[src/rtl/clkctl_pkg.sv]
package clkctl_pkg;

  localparam int DATA_W     = 32;
  localparam int NUM_WORDS  = 28;
  localparam int CTRL_IDX   = 2;
  localparam int DIV_W      = 2;
  localparam int CPU_DIV_LSB = 30;
  localparam int BUS_DIV_LSB = 28;
  localparam int BYPASS_BIT  = 22;
  localparam int THIN_BIT    = 14;

  // strobes and settings handed from the register side to the divider chain
  typedef struct packed {
    logic             srcBypass;
    logic             cpuThin;
    logic [DIV_W-1:0] cpuDiv;
    logic [DIV_W-1:0] busDiv;
    logic             cpuRestart;
    logic             busRestart;
  } chainCtl_t;

  function automatic logic [DATA_W-1:0] resetWord(input int idx);
    logic [DATA_W-1:0] v;
    case (idx)
      0:       v = 32'h800B2C01;
      1:       v = 32'h84042800;
      2:       v = 32'hD0030000;
      3:       v = 32'h028A0100;
      4:       v = 32'h04008100;
      5:       v = 32'h00000438;
      6, 7, 8, 9: v = 32'h01010101;
      23:      v = 32'h00A00000;
      24, 25:  v = 32'h0000A030;
      26:      v = 32'h43000000;
      default: v = '0;
    endcase
    return v;
  endfunction

endpackage

[src/rtl/clkctl_regs.sv]
module clkctl_regs
  import clkctl_pkg::*;
#(
  parameter int ADDR_W = 8,
  parameter int WORDS  = NUM_WORDS
) (
  input  logic              clk,
  input  logic              rstN,
  input  logic [ADDR_W-1:0] regAddr,
  input  logic              regWe,
  input  logic [DATA_W-1:0] regWdata,
  output logic [DATA_W-1:0] regRdata,
  output logic              regErr,
  output chainCtl_t         ctl
);

  localparam int IDX_W = $clog2(WORDS);
  localparam int LIMIT = WORDS * 4;

  logic [DATA_W-1:0] bank [WORDS];
  logic              inRange;
  logic              aligned;
  logic              hit;
  logic [IDX_W-1:0]  idx;
  logic              ctrlWrite;
  logic              cpuRestartQ;
  logic              busRestartQ;

  assign inRange = regAddr < ADDR_W'(LIMIT);
  assign aligned = regAddr[1:0] == 2'b00;
  assign hit     = inRange && aligned;
  assign idx     = regAddr[IDX_W+1:2];
  assign regErr  = !hit;

  always_comb begin
    regRdata = '0;
    if (hit) regRdata = bank[idx];
  end

  for (genvar w = 0; w < WORDS; w++) begin : g_word
    always_ff @(posedge clk or negedge rstN) begin
      if (!rstN)                                  bank[w] <= resetWord(w);
      else if (regWe && hit && idx == IDX_W'(w))  bank[w] <= regWdata;
    end
  end

  assign ctrlWrite = regWe && hit && idx == IDX_W'(CTRL_IDX);

  always_ff @(posedge clk or negedge rstN) begin
    if (!rstN) begin
      cpuRestartQ <= 1'b0;
      busRestartQ <= 1'b0;
    end else begin
      cpuRestartQ <= ctrlWrite &&
        (regWdata[CPU_DIV_LSB +: DIV_W] != bank[CTRL_IDX][CPU_DIV_LSB +: DIV_W]);
      busRestartQ <= ctrlWrite &&
        (regWdata[BUS_DIV_LSB +: DIV_W] != bank[CTRL_IDX][BUS_DIV_LSB +: DIV_W]);
    end
  end

  always_comb begin
    ctl.srcBypass  = bank[CTRL_IDX][BYPASS_BIT];
    ctl.cpuThin    = bank[CTRL_IDX][THIN_BIT];
    ctl.cpuDiv     = bank[CTRL_IDX][CPU_DIV_LSB +: DIV_W];
    ctl.busDiv     = bank[CTRL_IDX][BUS_DIV_LSB +: DIV_W];
    ctl.cpuRestart = cpuRestartQ;
    ctl.busRestart = busRestartQ;
  end

endmodule

[src/rtl/clkctl_div.sv]
module clkctl_div #(
  parameter int W = 2
) (
  input  logic         clk,
  input  logic         rstN,
  input  logic         inTick,
  input  logic         restart,
  input  logic [W-1:0] divVal,
  output logic         outTick
);

  logic [W-1:0] cnt;
  logic [W-1:0] effCnt;
  logic         atEnd;

  assign effCnt  = restart ? '0 : cnt;
  assign atEnd   = effCnt == divVal;
  assign outTick = inTick && atEnd;

  always_ff @(posedge clk or negedge rstN) begin
    if (!rstN)       cnt <= '0;
    else if (inTick) cnt <= atEnd ? '0 : effCnt + W'(1);
    else             cnt <= effCnt;
  end

endmodule

[src/rtl/clkctl_chain.sv]
module clkctl_chain
  import clkctl_pkg::*;
(
  input  logic      clk,
  input  logic      rstN,
  input  chainCtl_t ctl,
  input  logic      refTick,
  input  logic      pllTick,
  output logic      cpuEn,
  output logic      busEn,
  output logic      perEn
);

  logic       srcTick;
  logic [1:0] thinPhase;
  logic       thinTick;

  assign srcTick  = ctl.srcBypass ? refTick : pllTick;
  assign thinTick = srcTick && !(ctl.cpuThin && thinPhase == 2'd3);

  always_ff @(posedge clk or negedge rstN) begin
    if (!rstN)        thinPhase <= 2'd0;
    else if (srcTick) thinPhase <= thinPhase + 2'd1;
  end

  clkctl_div #(.W(DIV_W)) i_cpuDiv (
    .clk(clk), .rstN(rstN), .inTick(thinTick),
    .restart(ctl.cpuRestart), .divVal(ctl.cpuDiv), .outTick(cpuEn)
  );

  clkctl_div #(.W(DIV_W)) i_busDiv (
    .clk(clk), .rstN(rstN), .inTick(cpuEn),
    .restart(ctl.busRestart), .divVal(ctl.busDiv), .outTick(busEn)
  );

  clkctl_div #(.W(1)) i_perDiv (
    .clk(clk), .rstN(rstN), .inTick(busEn),
    .restart(1'b0), .divVal(1'b1), .outTick(perEn)
  );

endmodule

[src/rtl/clkctl_top.sv]
module clkctl_top
  import clkctl_pkg::*;
#(
  parameter int ADDR_W = 8
) (
  input  logic              clk,
  input  logic              rstN,
  input  logic [ADDR_W-1:0] regAddr,
  input  logic              regWe,
  input  logic [DATA_W-1:0] regWdata,
  output logic [DATA_W-1:0] regRdata,
  output logic              regErr,
  input  logic              refTick,
  input  logic              pllTick,
  input  logic              lowTickIn,
  output logic              cpuEn,
  output logic              busEn,
  output logic              perEn,
  output logic              lowTickOut
);

  chainCtl_t ctl;

  clkctl_regs #(.ADDR_W(ADDR_W), .WORDS(NUM_WORDS)) i_regs (
    .clk(clk), .rstN(rstN), .regAddr(regAddr), .regWe(regWe),
    .regWdata(regWdata), .regRdata(regRdata), .regErr(regErr), .ctl(ctl)
  );

  clkctl_chain i_chain (
    .clk(clk), .rstN(rstN), .ctl(ctl), .refTick(refTick),
    .pllTick(pllTick), .cpuEn(cpuEn), .busEn(busEn), .perEn(perEn)
  );

  assign lowTickOut = lowTickIn;

endmodule

[config.mk]
export PLATFORM = sky130hd
export DESIGN_NAME = clkctl_top
export DESIGN_NICKNAME = d
export VERILOG_FILES = /design/src/rtl/clkctl_pkg.sv /design/src/rtl/clkctl_regs.sv /design/src/rtl/clkctl_div.sv /design/src/rtl/clkctl_chain.sv /design/src/rtl/clkctl_top.sv
export SDC_FILE = /design/constraint.sdc
export NUM_CORES = 1
export LEC_CHECK = 0
export BUFFER_PORTS_ARGS = -buffer_cell sky130_fd_sc_hd__buf_2
export CORE_MARGIN = 2
export CORE_UTILIZATION = 45
export CTS_BUF_LIST = sky130_fd_sc_hd__clkbuf_8
export DETAILED_ROUTE_END_ITERATION = 7
export GPL_TIMING_DRIVEN = 0
export PLACE_DENSITY_LB_ADDON = 0.25
export SYNTH_ARGS = -nofsm -noshare
export SYNTH_HDL_FRONTEND = slang
export SYNTH_SLANG_ARGS = --single-unit
[constraint.sdc]
create_clock -name clk -period 1.85 [get_ports clk]
set_input_delay 0 -clock clk [delete_from_list [all_inputs] [get_ports clk]]
set_output_delay 0 -clock clk [all_outputs]
set_load 0.05 [all_outputs]
==> results of run 1 <==
==> routing by layer <==
metal | vias to the layer above | part of all wire
met2 | 750 | 0.46
met4 | 2 | 0.034
li1 | 10580 | -
met1 | 13590 | 0.44
met5 | - | 0.00053
met3 | 211 | 0.067
==> cell families after synthesis <==
kind of cell | Yosys count | share of synthesized area
AO/OA/AOI/OAI | 188 | 0.02828
XOR/XNOR | 9 | 0.001896
adder cells (fa/ha/maj) | 1 | 0.0003008
buffers and inverters | 281 | 0.03202
flip-flops | 905 | 0.5464
multiplexers | 1205 | 0.3754
AND/OR/NAND/NOR | 125 | 0.01574
==> Yosys cell counts (4+ instances only) <==
cell,number
a211o_1,14
nand2b_1,4
mux2i_1,98
xnor2_1,7
and2_1,4
nor2_1,57
a22o_1,14
nor2b_1,7
dfstp_2,59
clkbuf_1,112
buf_4,45
o22ai_1,14
o21ai_0,34
nand2_1,16
buf_1,50
dfrtp_1,846
nor2_2,6
buf_2,66
mux2_1,30
a211oi_1,39
mux2_2,885
a21oi_1,67
mux4_2,192
==> registers in the layout, summed over array words and instances, names as in the netlist <==
name,flops
i_regs.busRestartQ,1
i_chain.i_cpuDiv.cnt,2
i_regs.cpuRestartQ,1
i_chain.thinPhase,2
i_regs.bank,890
i_regs.ctl,6
i_chain.i_busDiv.cnt,2
i_chain.i_perDiv.cnt,1
==> where the power goes <==
group / switching (mW) / total (mW) / internal [mW]
combinational: 2.47 / 4.45 / 1.98
sequential: 0.542 / 21.4 / 20.8
clock: 8.22 / 17.9 / 9.66
==> what timing repair did <==
item	in CTS	in global routing
hold buffers	46	2
endpoints found under the hold margin	561	237
pin swaps	40	31
setup endpoints to repair	66	812
buffers inserted	11	9
gates resized for setup	238	120
gates cloned	0	1
==> final cells by class <==
cell class	count	area [um2]	share of cell area
Antenna cell	4	10.01	0.0002059
Buffer	276	1498	0.03081
Clock buffer	189	2601	0.05351
Clock inverter	86	489.2	0.01006
Inverter	3	11.26	0.0002317
Multi-Input combinational cell	1528	18420	0.3788
Sequential cell	905	22720	0.4675
Tap cell	1186	1484	0.03053
Timing Repair Buffer	123	1376	0.02831
==> final timing paths <==
kind / start / end / slack [ns] / cells past startpoint
setup / recovery: i_regs.bank[672]$_DFFE_PN1P_ / regRdata[0] / -0.78 / 6
hold / removal: rstN / i_regs.bank[594]$_DFFE_PN0P_ / -0.85 / 1
setup reg to reg: i_regs.ctl[5]$_DFFE_PN1P_ / i_chain.i_busDiv.cnt[0]$_DFF_PN0_ / 0.07 / 6
hold reg to reg: i_chain.i_perDiv.cnt$_DFFE_PN0P_ / i_chain.i_perDiv.cnt$_DFFE_PN0P_ / 0.47 / 1
max in group asynchronous: rstN / i_regs.bank[705]$_DFFE_PN0P_ / 0.39 / 5
min in group clk: regAddr[0] / i_regs.bank[255]$_DFFE_PN0P_ / 0.02 / 5
==> through the flow <==
| stage | utilization | TNS (ns) | instances |
|---|---|---|---|
| 2_1_floorplan | - | -0.5806 | 2714 |
| 3_3_place_gp | 0.4749 | - | 3947 |
| 3_5_place_dp | 0.4774 | -754.01 | 3955 |
| 4_1_cts | 0.5251 | -32.56 | 4286 |
| 5_1_grt | 0.5303 | -24.83 | 4299 |
| 6_report | 0.5303 | -22.55 | 4300 |
==> flow_metrics.py, run 1 <==
metrics = {
    "sta": {
        "slew_viol_final": 0,
        "period_needed_ns": 2.631,
        "fin_ws_ns": -0.7813,
        "whs_ns": -0.8453,
        "skew_ns": 0.03091,
        "fmax_mhz": 380.0,
        "grt_setup_unrepaired": "yes",
        "max_slew_margin": 0.3291,
        "timing.final.crit_share": 1.422,
        "tightest_slew_ns": 1.006,
        "setup_violations": 63,
        "hold_viol_final": 243,
    },
    "placed_design": {
        "dpl_cell_area_um2": 43760,
        "dp_hpwl_um": 84700,
        "io_buffers": 47,
        "place_ws_ns": -1.299,
        "gp_congestion": 0.9431,
    },
    "die": {
        "die_area_um2": 94850,
        "rows": 111,
        "start_util": 0.4536,
        "pin_count": 83,
        "fp.dieH_um": 308.0,
        "die_w_um": 308.0,
        "core_um2": 91660,
    },
    "global_route": {
        "grt_max_degree": 127,
        "met2_usage": 0.3804,
        "grt_usage": 0.2484,
        "use_met3": 0.06349,
        "grt_overflow": 0,
        "busiest_layer": "met2",
        "grt_pass1_vias": 26870,
        "grtUsageMet1": 0.3415,
        "antenna_found_initial": 4,
        "grt_first_pass_wirelength_um": 172600,
    },
    "synth": {
        "syn_nets": 2761,
        "syn_inst": 2714,
        "synth_ff_type": "dfrtp_1",
        "yosysSeqAreaShare": 0.5464,
        "async_flop_share": 1.000,
        "synthTopCellsByArea": "dfrtp_1 51%, mux2_2 24%, mux4_2 10%",
        "synth_edf_count": 0,
        "yosysWarnings": 0,
        "ys_seq_elements": 905,
        "synth.top_cell.area_share": 0.5091,
        "synth.distinct_cells": 51,
        "netlist_area_um2": 41580,
        "synth.largest_area_cell": "dfrtp_1",
        "avgSynthCellArea_um2": 15.32,
    },
    "worst_setup_path": {
        "worstPathArrival_ns": 2.63,
        "critPathBufInv": 1,
        "worstSetupStartpointType": "flip-flop",
        "crit_family": "flip-flops",
        "path_cells": "mux4_2 -> mux2i_1 -> nor2_1 -> a211oi_2 -> a211oi_4 -> buf_6",
        "end_kind": "output pin",
        "crit_fanout": 2,
        "critPathMaxStageDelay_ns": 0.53,
        "path_class": "flip-flop to output pin",
        "worst_ep_required_time_ns": 1.85,
        "crit_slowest_cell": "dfstp_2",
    },
    "job": {
        "maxCapViolCount": 0,
    },
    "clocking": {
        "clockBufferDepth": 3,
        "htree_levels": 4,
        "numClockSinks": 905,
        "cts_buffers": 151,
        "worstSkewPairLatency_ns": 0.83,
        "tritoncts": "built",
        "cts-root-buf": "clkbuf_8",
        "clkTransAtPathRegs_ns": 0.06,
    },
    "outcome": {
        "status": "complete, but fails checks",
        "violations": "negative hold slack, negative setup slack",
    },
    "route": {
        "wl_per_cell_um": 27.15,
        "vias": 25130,
        "vias_per_cell": 5.845,
        "antenna_left": 0,
        "drcViolationCount": 0,
        "routed_wl_um": 116700,
        "drt_iter0_drc": 2075,
        "firstDrtPassIters": 5,
    },
    "power_and_ir_drop": {
        "vdd_drop_max_mv": 0.4897,
        "p_leak_nw": 23.07,
        "power_mw": 43.72,
        "power.density_nw_per_um2": 899.4,
    },
    "finish": {
        "drive_above_1_share": 0.5614,
        "layout.nets": 3035,
        "fin_area_um2": 48610,
        "synthToLayoutAreaGrowth_pct": 16.90,
        "nFillCells": 7397,
        "mostFrequentLayoutCell": "mux2_2",
        "layout_common_cells": "885 x mux2_2, 843 x dfrtp_1, 192 x mux4_2",
    },
    "worst_hold_path": {
        "hp-class": "input pin to async pin",
    },
}
Note: power is estimated with default switching activity, not from simulation.
==> inputs of run 2 (changes only) <==
Settings changed: CORE_UTILIZATION 45 to 30.
==> flow_metrics.py, run 2 (same netlist as run 1, synthesis figures left out) <==
metrics = {
    "outcome": {
        "violations": "negative hold slack, negative setup slack",
        "status": "complete, but fails checks",
    },
    "route": {
        "drcViolationCount": 0,
        "wl_per_cell_um": 24.80,
        "firstDrtPassIters": 7,
        "vias_per_cell": 4.972,
        "antenna_left": 0,
        "routed_wl_um": 122300,
        "vias": 24520,
        "drt_iter0_drc": 1443,
    },
    "sta": {
        "hold_viol_final": 271,
        "max_slew_margin": 0.2167,
        "skew_ns": 0.01783,
        "grt_setup_unrepaired": "yes",
        "setup_violations": 76,
        "period_needed_ns": 2.684,
        "whs_ns": -0.8913,
        "setup_tns_ns": -27.29,
        "slew_viol_final": 0,
        "tightest_slew_ns": 1.175,
        "fin_ws_ns": -0.8342,
        "timing.final.crit_share": 1.451,
        "fmax_mhz": 372.6,
    },
    "global_route": {
        "grt_overflow": 0,
        "grt_usage": 0.1737,
        "antenna_found_initial": 6,
        "grt_pass1_vias": 25760,
        "grt_max_degree": 120,
        "grt_first_pass_wirelength_um": 180700,
    },
    "clocking": {
        "cts-root-buf": "clkbuf_8",
        "cts_buffers": 158,
        "worstSkewPairLatency_ns": 0.87,
        "htree_levels": 4,
        "tritoncts": "built",
        "clockBufferDepth": 3,
        "clkTransAtPathRegs_ns": 0.06,
        "numClockSinks": 905,
    },
    "worst_setup_path": {
        "end_kind": "output pin",
        "crit_fanout": 10,
        "crit_path_frequent_cell": "buf_2",
        "path_class": "input pin to output pin",
        "critPathMaxStageDelay_ns": 0.52,
        "crit_slowest_cell": "a211oi_4",
        "worstSetupStartpointType": "input pin",
        "worstPathArrival_ns": 2.68,
        "path_cells": "buf_2 -> buf_2 -> buf_2 -> nor2b_1 -> clkbuf_1 -> buf_2 -> a21oi_2 -> a211oi_4 -> buf_6",
        "worst_ep_required_time_ns": 1.85,
    },
    "placed_design": {
        "dp_hpwl_um": 89080,
        "gp_congestion": 0.8747,
        "io_buffers": 47,
        "dpl_cell_area_um2": 44550,
        "dp_cells": 4564,
    },
    "finish": {
        "stdcell_count": 4931,
        "layout.nets": 3045,
        "nFillCells": 13290,
        "multi_input_area_um2": 18380,
        "drive_above_1_share": 0.5500,
        "largest-register": "i_regs.bank",
        "regArea_um2": 22720,
        "fin_area_um2": 49530,
        "synthToLayoutAreaGrowth_pct": 19.10,
        "layout_common_cells": "885 x mux2_2, 844 x dfrtp_1, 201 x clkbuf_8",
        "largest_reg_flops": 890,
        "mostFrequentLayoutCell": "mux2_2",
    },
    "power_and_ir_drop": {
        "power_mw": 44.29,
        "p_leak_nw": 23.23,
        "vdd_drop_max_mv": 0.6507,
        "power.density_nw_per_um2": 894.2,
    },
    "die": {
        "start_util": 0.3024,
        "pin_count": 83,
        "rows": 136,
        "fp.dieH_um": 376.3,
        "core_um2": 137500,
        "die_area_um2": 141600,
        "die_w_um": 376.3,
    },
    "worst_hold_path": {
        "hp-class": "input pin to async pin",
    },
    "job": {
        "maxCapViolCount": 0,
    },
}
-- run 2: cell types whose count changed in the layout (fill, tap and decap cells not counted), moves of 4 or more --
cell           delta
inv_1            +10
nor2_4            -4
nor2_1            +9
mux2i_1          +10
a21oi_4          +10
o21ai_2           -8
clkbuf_8         +12
mux2i_4           -8
a21oi_1           +7
a21oi_2          -17
dlygate4sd3_1     +5
nor2_2            -5
o21ai_4           +7
-- run 2: layout make-up --
class                      instances  area share
sequential                       905      0.4588
tap                             1794     0.04532
antenna                            4   0.0002021
buffer                           275     0.02976
clock buffer                     201     0.05586
clock inverter                    94    0.009120
multi-input combinational       1528      0.3710
inverter                           3   0.0002274
timing repair buffer             127     0.02966
-- run 2: what timing repair did --
item,4_1_cts,5_1_grt
gates resized for setup,238,78
setup buffers,7,9
pin swaps,43,23
hold buffers,53,1
endpoints found under the hold margin,608,215
endpoints found under the setup margin,173,647
gates cloned,1,1
-- run 2: per-layer routing --
layer	part of all wire	track usage	vias to the layer above
met5	0.00022	0	-
met4	0.021	0.04619	4
met3	0.048	0.03514	172
met2	0.47	0.2752	526
met1	0.46	0.2419	13190
li1	-	-	10620
-- run 2: metrics by stage --
| stage | util | setup slack (ns) |
|---|---|---|
| floorplan | - | -0.2397 |
| CTS | 0.3574 | -0.8819 |
| detailed placement | 0.3240 | -1.472 |
| global route | 0.3602 | -0.8741 |
| finish | 0.3602 | -0.8342 |
| global placement | 0.3221 | -20.11 |
-- run 2: final timing paths --
kind                                                  start                                end  slack, ns  depth (start not counted)
setup / recovery                                 regAddr[4]                       regRdata[26]      -0.83                          9
hold / removal                                         rstN       i_regs.bank[784]$_DFFE_PN0P_      -0.89                          1
setup reg to reg                  i_regs.ctl[5]$_DFFE_PN1P_  i_chain.i_busDiv.cnt[0]$_DFF_PN0_      -0.03                          7
hold reg to reg            i_chain.i_perDiv.cnt$_DFFE_PN0P_   i_chain.i_perDiv.cnt$_DFFE_PN0P_       0.46                          1
max in group asynchronous                              rstN       i_regs.bank[101]$_DFFE_PN1P_       0.45                          6
min in group clk                                 regAddr[0]        i_regs.bank[65]$_DFFE_PN0P_       0.06                          5
-- run 2: worst max-delay path: cells and delay by family --
kind	cells	cell delay, ns
buffers and inverters	6	1.72
AOI/OAI and AO/OA	2	0.65
and+or+nand+nor	1	0.29
-- run 2: power breakdown --
| group | leakage [nW] | switching (mW) | internal [mW] |
|---|---|---|---|
| Combinational | 9.05 | 2.47 | 1.96 |
| Sequential | 12.3 | 0.525 | 20.8 |
| Clock | 1.91 | 8.56 | 9.92 |
| Total | 23.2 | 11.6 | 32.7 |
==> inputs of run 3 (changes only) <==
Clock period 1.85 ns to 2.69 ns, I/O delays scaled along.
==> flow_metrics.py, run 3 (same netlist as run 1, synthesis figures left out) <==
metrics = {
    "global_route": {
        "grt_pass1_vias": 25820,
        "grt_overflow": 0,
        "antenna_found_initial": 10,
        "grt_max_degree": 113,
        "grt_first_pass_wirelength_um": 180200,
        "grt_usage": 0.1731,
    },
    "power_and_ir_drop": {
        "p_clk_frac": 0.424,
        "power_mw": 30.54,
        "internal_power_mw": 22.72,
        "p_sw_mw": 7.822,
        "power.density_nw_per_um2": 624.6,
        "p_seq_frac": 0.481,
        "vdd_drop_max_mv": 0.3081,
        "netSwitchingFraction": 0.2561,
        "combPwrFrac": 0.095,
        "p_leak_nw": 23.05,
    },
    "route": {
        "antenna_left": 0,
        "drt_iter0_drc": 1520,
        "drcViolationCount": 0,
        "firstDrtPassIters": 5,
        "wl_per_cell_um": 24.78,
        "routed_wl_um": 121700,
        "vias_per_cell": 4.978,
        "vias": 24460,
    },
    "sta": {
        "max_slew_margin": 0.1964,
        "slew_viol_final": 0,
        "period_needed_ns": 2.707,
        "grt_setup_unrepaired": "yes",
        "tightest_slew_ns": 1.203,
        "fmax_mhz": 369.5,
        "timing.final.crit_share": 1.006,
        "fin_ws_ns": -0.01660,
        "setup_violations": 2,
        "skew_ns": 0.01987,
        "hold_viol_final": 0,
        "whs_ns": 0.1349,
    },
    "clocking": {
        "worstSkewPairLatency_ns": 0.84,
        "cts-root-buf": "clkbuf_8",
        "numClockSinks": 905,
        "clockBufferDepth": 3,
        "tritoncts": "built",
        "cts_buffers": 158,
        "clkTransAtPathRegs_ns": 0.07,
        "htree_levels": 4,
    },
    "worst_hold_path": {
        "hp-class": "input pin to flip-flop",
    },
    "die": {
        "core_um2": 137500,
        "rows": 136,
        "die_area_um2": 141600,
        "die_w_um": 376.3,
        "fp.dieH_um": 376.3,
        "pin_count": 83,
        "start_util": 0.3024,
    },
    "finish": {
        "largest-register": "i_regs.bank",
        "mostFrequentLayoutCell": "mux2_2",
        "synthToLayoutAreaGrowth_pct": 17.61,
        "nFillCells": 13250,
        "layout.nets": 3035,
        "layout_common_cells": "885 x mux2_2, 844 x dfrtp_1, 200 x clkbuf_8",
        "largest_reg_flops": 890,
        "drive_above_1_share": 0.5348,
    },
    "placed_design": {
        "gp_congestion": 0.8682,
        "dp_hpwl_um": 88800,
        "io_buffers": 47,
    },
    "job": {
        "maxCapViolCount": 0,
    },
    "worst_setup_path": {
        "path_cells": "clkbuf_1 -> and2_1 -> clkbuf_1 -> a21oi_4 -> inv_1 -> dlygate4sd3_1 -> nor3_4 -> dlygate4sd3_1 -> mux2_2",
        "critPathBufInv": 5,
        "worstSetupStartpointType": "input pin",
        "worst_ep_required_time_ns": 3.41,
        "worstPathArrival_ns": 3.43,
        "critPathMaxStageDelay_ns": 0.75,
        "crit_slowest_cell": "dlygate4sd3_1",
        "end_kind": "flip-flop",
        "crit_fanout": 8,
        "crit_family": "buffers and inverters",
        "path_class": "input pin to flip-flop",
    },
    "outcome": {
        "violations": "negative setup slack",
        "status": "complete, but fails checks",
    },
}
[run 3: timing repair]
item / in CTS / in global routing
buffers inserted: 4 / 1
endpoints found under the hold margin: 737 / 0
resized for setup: 185 / 58
endpoints found under the setup margin: 33 / 35
pin swaps: 11 / 11
hold buffers: 53 / 0
[run 3: worst reg2reg max path: cells and delay by family, from the launching register on]
kind	cells	cell delay, ns
flip-flops	1	0.58
XOR/XNOR	1	0.05
AND/OR/NAND/NOR	2	0.53
AO/OA/AOI/OAI	1	0.21
buffers and inverters	2	0.22
multiplexers	1	0.12
[run 3: power groups by stage]
| stage | clock, mW | sequential [mW] | combinational [mW] |
|---|---|---|---|
| after CTS | 13.4 | 14.7 | 2.88 |
| after global routing | 14.0 | 14.8 | 3.12 |
| after detailed placement | 0 | 14.9 | 2.72 |
| after floorplan | 0 | 14.8 | 1.71 |
| final | 13.0 | 14.7 | 2.89 |
| after global placement | 0 | 14.9 | 2.63 |
[run 3: metrics by stage]
step,util,instances,cell area [um2],worst slack [ns],setup TNS (ns)
after CTS,0.3540,4908,48670,-0.07487,-0.3182
after detailed placement,0.3223,4564,44320,-1.181,-32.61
final,0.3557,4913,48900,-0.01660,-0.03224
after global placement,0.3205,4555,44060,-19.26,-
after global routing,0.3556,4911,48900,-0.09350,-0.4667
after floorplan,-,2714,41580,0.06350,0
[run 3: final cells by class]
type | count | area [um2] | area share
timing repair buffer | 114 | 1220 | 0.02495
multi-input combinational | 1528 | 17990 | 0.3680
clock buffer | 200 | 2753 | 0.05629
antenna | 4 | 10.01 | 0.0002047
clock inverter | 87 | 491.7 | 0.01006
sequential | 905 | 22720 | 0.4647
buffer | 278 | 1455 | 0.02976
inverter | 3 | 11.26 | 0.0002303
tap | 1794 | 2245 | 0.04590
[run 3: final timing paths]
path | slack (ns) | from | to | cells past startpoint
min reg2reg | 0.46 | i_chain.i_perDiv.cnt$_DFFE_PN0P_ | i_chain.i_perDiv.cnt$_DFFE_PN0P_ | 1
min | 0.13 | regAddr[4] | i_regs.bank[192]$_DFFE_PN0P_ | 4
max | -0.02 | regAddr[5] | i_regs.bank[415]$_DFFE_PN0P_ | 9
max reg2reg | 0.91 | i_regs.ctl[5]$_DFFE_PN1P_ | i_chain.i_busDiv.cnt[0]$_DFF_PN0_ | 7
min in group asynchronous | 0.34 | rstN | i_regs.bank[820]$_DFFE_PN0P_ | 4
max in group asynchronous | 0.72 | rstN | i_regs.bank[103]$_DFFE_PN0P_ | 6
[run 3: layer usage]
| metal | share of wire | track usage | wire length [um] |
|---|---|---|---|
| met3 | 0.047 | 0.03496 | 5699 |
| met5 | 0.00034 | 0 | 41 |
| met4 | 0.020 | 0.04400 | 2475 |
| met1 | 0.47 | 0.2419 | 56720 |
| met2 | 0.47 | 0.2744 | 56810 |
